===== src/rtl/convport_pkg.sv =====
package convport_pkg;
    // Length of one serial data cycle; the start of conversion is tied to it.
    localparam int FRAME_BITS = 24;

    typedef enum logic [1:0] {
        ST_CONVERT,
        ST_SLEEP,
        ST_SHIFT
    } port_state_e;
endpackage


===== src/rtl/convport_sync.sv =====
module convport_sync #(
    parameter int              WIDTH   = 1,
    parameter logic [WIDTH-1:0] RST_VAL = '0
) (
    input  logic             clk,
    input  logic             rst_n,
    input  logic [WIDTH-1:0] d,
    output logic [WIDTH-1:0] q
);
    logic [WIDTH-1:0] meta_q;

    always_ff @(posedge clk or negedge rst_n) begin
        if (!rst_n) begin
            meta_q <= RST_VAL;
            q      <= RST_VAL;
        end else begin
            meta_q <= d;
            q      <= meta_q;
        end
    end
endmodule


===== src/rtl/convport_timer.sv =====
module convport_timer #(
    parameter int CONV_CYCLES = 40
) (
    input  logic clk,
    input  logic rst_n,
    input  logic start,
    output logic done
);
    localparam int CW = $clog2(CONV_CYCLES + 1);

    logic [CW-1:0] remain_q;

    // Reset loads the counter, so a power-up conversion runs at once.
    always_ff @(posedge clk or negedge rst_n) begin
        if (!rst_n) begin
            remain_q <= CW'(CONV_CYCLES);
        end else if (start) begin
            remain_q <= CW'(CONV_CYCLES);
        end else if (remain_q != '0) begin
            remain_q <= remain_q - 1'b1;
        end
    end

    assign done = (remain_q == CW'(1));
endmodule


===== src/rtl/convport_slave.sv =====
module convport_slave
    import convport_pkg::*;
#(
    parameter int DATA_BITS   = 16,
    parameter int CFG_BITS    = 8,
    parameter int CONV_CYCLES = 40,
    parameter int HEADER      = 'h65
) (
    input  logic                 clk,
    input  logic                 rst_n,
    input  logic                 sel_n,
    input  logic                 ser_clk,
    input  logic                 ser_in,
    input  logic [DATA_BITS-1:0] result_in,
    output logic                 ser_out,
    output logic                 ser_oe,
    output logic                 conv_start,
    output logic [CFG_BITS-1:0]  conv_cfg,
    output logic                 int_mode
);
    localparam int                HDR_W = FRAME_BITS - 1 - DATA_BITS;
    localparam int                CNT_W = $clog2(FRAME_BITS);
    localparam int                RC_W  = $clog2(CFG_BITS + 1);
    localparam logic [HDR_W-1:0]  HDR_V = HDR_W'(HEADER);

    // Synchronized host lines
    logic [2:0] sync_q;
    logic       sel_s, sck_s, sdi_s;
    logic       sel_d, sck_d;
    logic       sel_fall, sck_rise, sck_fall;
    logic [1:0] pu_cnt;

    // FSM and datapath
    port_state_e           state, nxt;
    logic                  conv_done;
    logic                  frame_end;
    logic [CNT_W-1:0]      fall_cnt;
    logic [RC_W-1:0]       rise_cnt;
    logic [CFG_BITS-1:0]   cfg_shift;
    logic [FRAME_BITS-1:0] frame_q;

    convport_sync #(
        .WIDTH  (3),
        .RST_VAL(3'b100)
    ) u_sync (
        .clk  (clk),
        .rst_n(rst_n),
        .d    ({sel_n, ser_clk, ser_in}),
        .q    (sync_q)
    );

    assign sel_s = sync_q[2];
    assign sck_s = sync_q[1];
    assign sdi_s = sync_q[0];

    assign sel_fall = sel_d & ~sel_s;
    assign sck_rise = ~sck_d & sck_s;
    assign sck_fall = sck_d & ~sck_s;

    convport_timer #(
        .CONV_CYCLES(CONV_CYCLES)
    ) u_timer (
        .clk  (clk),
        .rst_n(rst_n),
        .start(conv_start),
        .done (conv_done)
    );

    assign frame_end = sck_fall && (fall_cnt == CNT_W'(FRAME_BITS - 1));

    // State register
    always_ff @(posedge clk or negedge rst_n) begin
        if (!rst_n) state <= ST_CONVERT;
        else        state <= nxt;
    end

    // Transitions
    always_comb begin
        nxt = state;
        unique case (state)
            ST_CONVERT: if (conv_done) nxt = ST_SLEEP;
            ST_SLEEP:   if (!sel_s && !int_mode && sck_rise) nxt = ST_SHIFT;
            ST_SHIFT: begin
                if (sel_s)          nxt = ST_SLEEP;
                else if (frame_end) nxt = ST_CONVERT;
            end
            default:    nxt = ST_CONVERT;
        endcase
    end

    // Outputs
    always_comb begin
        ser_oe     = ~sel_s;
        conv_start = 1'b0;
        ser_out    = 1'b1;
        unique case (state)
            ST_CONVERT: ser_out = 1'b1;
            ST_SLEEP:   ser_out = 1'b0;
            ST_SHIFT: begin
                ser_out    = frame_q[CNT_W'(FRAME_BITS - 1) - fall_cnt];
                conv_start = !sel_s && frame_end;
            end
            default:    ser_out = 1'b1;
        endcase
    end

    // Edge history and mode detection
    always_ff @(posedge clk or negedge rst_n) begin
        if (!rst_n) begin
            sel_d    <= 1'b1;
            sck_d    <= 1'b0;
            pu_cnt   <= '0;
            int_mode <= 1'b0;
        end else begin
            sel_d <= sel_s;
            sck_d <= sck_s;
            if (pu_cnt != 2'd3) pu_cnt <= pu_cnt + 1'b1;
            if (pu_cnt == 2'd2 || sel_fall) int_mode <= sck_s;
        end
    end

    // Result frame, bit counters, configuration
    always_ff @(posedge clk or negedge rst_n) begin
        if (!rst_n) begin
            frame_q   <= '0;
            fall_cnt  <= '0;
            rise_cnt  <= '0;
            cfg_shift <= '0;
            conv_cfg  <= '0;
        end else begin
            if (state == ST_CONVERT && conv_done) begin
                frame_q <= {1'b0, HDR_V, result_in};
            end
            if (state == ST_SLEEP && nxt == ST_SHIFT) begin
                fall_cnt  <= '0;
                rise_cnt  <= RC_W'(1);
                cfg_shift <= CFG_BITS'(sdi_s);
            end else if (state == ST_SHIFT) begin
                if (sel_s) begin
                    fall_cnt <= '0;
                    rise_cnt <= '0;
                end else begin
                    if (sck_rise && rise_cnt < RC_W'(CFG_BITS)) begin
                        cfg_shift <= {cfg_shift[CFG_BITS-2:0], sdi_s};
                        rise_cnt  <= rise_cnt + 1'b1;
                    end
                    if (frame_end) begin
                        fall_cnt <= '0;
                        rise_cnt <= '0;
                        conv_cfg <= cfg_shift;
                    end else if (sck_fall) begin
                        fall_cnt <= fall_cnt + 1'b1;
                    end
                end
            end
        end
    end
endmodule


===== config.mk =====
export PLATFORM = sky130hd
export DESIGN_NAME = convport_slave
export DESIGN_NICKNAME = d
export VERILOG_FILES = /design/src/rtl/convport_pkg.sv /design/src/rtl/convport_sync.sv /design/src/rtl/convport_timer.sv /design/src/rtl/convport_slave.sv
export SDC_FILE = /design/constraint.sdc
export NUM_CORES = 1
export LEC_CHECK = 0
export BUFFER_PORTS_ARGS = -buffer_cell sky130_fd_sc_hd__buf_4
export CELL_PAD_IN_SITES_DETAIL_PLACEMENT = 1
export CELL_PAD_IN_SITES_GLOBAL_PLACEMENT = 2
export CORE_MARGIN = 4
export CORE_UTILIZATION = 43
export CTS_BUF_LIST = sky130_fd_sc_hd__clkbuf_4 sky130_fd_sc_hd__clkbuf_8
export CTS_CLUSTER_SIZE = 28
export DETAILED_ROUTE_END_ITERATION = 8
export PLACE_DENSITY = 0.95
export SLEW_MARGIN = 40
export SYNTH_ARGS = -nofsm -noshare
export SYNTH_HDL_FRONTEND = slang
export SYNTH_SLANG_ARGS = --single-unit

===== constraint.sdc =====
create_clock -name clk -period 3.8 [get_ports clk]
set_clock_uncertainty 0.05 [all_clocks]
set_input_delay 0.38 -clock clk [delete_from_list [all_inputs] [get_ports clk]]
set_output_delay 0.38 -clock clk [all_outputs]
set_load 0.02 [all_outputs]

==> metrics.cfg <==
[placement]
port_buffers=32
dp_hpwl_um=3810
preCtsSetupSlack_ns=1.21
dpl_cell_area_sq_mm=0.00301
place.gp.congestion=0.711

[worst_setup_path]
end_kind=output port
cp_max_fo=14
slowest_delay_ns=0.59
crit_type=reg -> out
crit_chain=ha_1 -> nand4_1 -> or3_1 -> inv_1 -> buf_4
cp_data_arrival_time_ns=2.49
cp_slowest_cell=dfrtp_1
worst_ep_required_time_ns=3.37
setup.worst_path.start_class=flop

[drt]
routed.top_layer=met4
dr.pass1.iters=5
antenna_left=0
wl_met2_um=2590
routed_wl_um=5450
drtIter0Drc=64
drc_errors=0
vias_per_cell=5.27
vias=1833
dr_wl_met3_um=241
m1WireLength_um=2520
wire_per_inst_um=15.6

[grt]
grt_max_degree=62
grt_overflow=0
antenna_found_initial=0
grt_pass1_wl_um=9400
grt_pass1_vias=1988
grt_usage_pct=16.0

[floorplanning]
num_rows=28
io_pins=33
core_area_sq_mm=0.00603
fp.dieArea_sq_mm=0.00766
die_w_um=87.5
die_h_um=87.5
initial_utilization_pct=45.1

[cells_and_area]
num_antenna_cells=0
final_common_cell=dfrtp_1
multiInputGateArea_sq_mm=0.00112
postLayoutCellArea_sq_mm=0.00321
final_cell_mix=dfrtp_1 (56), nand2_1 (35), buf_4 (31)
seqCellArea_sq_mm=0.00153
area_growth_pct=18.1
fin_nets=297
layout-drive-gt1-share_pct=29.3
filler_cell_count=634

[timing]
finalSetupViolCount=0
rsz0062_at_grt=false
fmax_mhz=343
slew_viol_final=0
setup_tns_ns=0
worst_slew_pin_slew_ns=0.676
post-route-period-util_pct=76.8
slew_headroom_pct=54.9
setup_slack_ns=0.883
period_needed_ns=2.92
hold_violations=0

[synth]
synthArstFlopShare_pct=100
yosys.area.top_type=dfrtp_1
ys_seq_area_share_pct=56.4
ys.warnings.count=0
avgSynthCellArea_sq_um=11.7
synth_edf_count=0
synth_cells=232
yosysUniqueCellTypes=38
ys.flop_type=dfrtp_1
ys_ff_latch=61
synthDominantCellAreaShare_pct=51.5
syn_nets=261
yosys-top-cells-area=dfrtp_1 (52%), mux2_2 (7.9%), dfstp_2 (4.8%)
netlist_area_sq_mm=0.00272

[clocking]
clock_sinks=61
cts_htree_levels=3
cts_tree=yes
cts-resized-gates=0
clock_latency_ns=0.33
clockRootBuffer=clkbuf_8
cts_buffers=9
cts_max_path_buffers=2
path_clk_slew_ns=0.07

[status]
status=finished clean

[power]
peakVddDrop_uv=243
leakagePower_nw=1.60
power.density_mw_per_mm2=389

[worst_hold_path]
min_path_type=in -> reg

[job]
drv_cap=0

[state kept, by name (all words and copies together), names as in the netlist]
signal,cells
sck_d,1
u_timer.remain_q,6
int_mode,1
pu_cnt,2
sel_d,1
state,2
fall_cnt,5
u_sync.meta_q,3
frame_q,17
cfg_shift,8
u_sync.q,3
conv_cfg,8
rise_cnt,4
[where the power goes]
part	switching [mW]	internal [mW]	leakage, nW
Clock	0.237	0.282	0.0981
Combinational	0.0258	0.0292	0.726
Sequential	0.00919	0.666	0.773
Total	0.272	0.977	1.60
[worst max-delay path: cells and delay by family, from the launching register on]
family        cells  cell delay, ns
simple gates      2            0.64
buf+inv           2            0.61
flops             1            0.59
fa+ha+maj         1            0.32
[synthesized netlist by cell type (all sizes together), types with 2 or more instances]
library cell,instances
dfrtp,56
nand2,35
mux2,19
nor2,19
mux2i,9
ha,8
inv,8
o21ai,8
a21oi,5
clkbuf,5
dfstp,5
nand2b,5
nor2b,5
mux4,4
nor3,4
or3,4
xnor2,4
a211o,3
a211oi,3
buf,3
nand3,3
a22oi,2
nor4,2
or4,2
[routing by layer]
layer  track usage (%)  up-vias
met5                 0        -
met4              6.42        0
met3              5.20       10
met2              24.9       32
met1              20.6      917
li1                  -      874
[logic make-up after synthesis]
group / count (synthesis) / share of synthesized area, %
buffers and inverters: 16 / 2.53
adders and majority gates: 8 / 3.68
and+or+nand+nor: 84 / 15.0
xor gates and xnor gates: 5 / 1.61
DFF: 61 / 56.4
muxes: 32 / 14.5
AOI/OAI and AO/OA: 26 / 6.26
[cell type report]
type | instances | area share [%]
multi-input combinational | 155 | 35.0
clock inverter | 2 | 0.312
inverter | 8 | 0.935
tap | 75 | 2.92
timing repair buffer | 33 | 7.91
sequential | 61 | 47.7
clock buffer | 14 | 5.22
[metrics by stage]
stage | util (%) | total power [mW] | hold slack (ns) | instances
6_report | 53.3 | 1.25 | 0.0970 | 348
5_1_grt | 53.3 | 1.30 | 0.0823 | 348
4_1_cts | 53.0 | 1.27 | 0.0810 | 347
3_5_place_dp | 50.0 | 0.742 | 0.286 | 331
3_3_place_gp | 50.0 | 0.740 | 0.285 | 331
2_1_floorplan | - | 0.704 | 0.0344 | 232
[timing repair]
item / CTS / global route
hold endpoints to repair: 0 / 6
buffers inserted: 0 / 0
hold buffers: 0 / 1
[path summary, 6_finish.rpt]
kind / endpoint / start / depth (start not counted) / slack, ns
min in group asynchronous: frame_q[7] / rst_n / 2 / 0.53
min reg2reg: u_sync.q[1] / u_sync.meta_q[1] / 0 / 0.30
min: u_sync.meta_q[0] / ser_in / 1 / 0.1
max reg2reg: fall_cnt[2] / u_sync.q[2] / 5 / 1.50
max: conv_start / fall_cnt[0] / 5 / 0.88
max in group asynchronous: u_timer.remain_q[3] / rst_n / 2 / 2.78
Power figures use the tool's default switching activity.
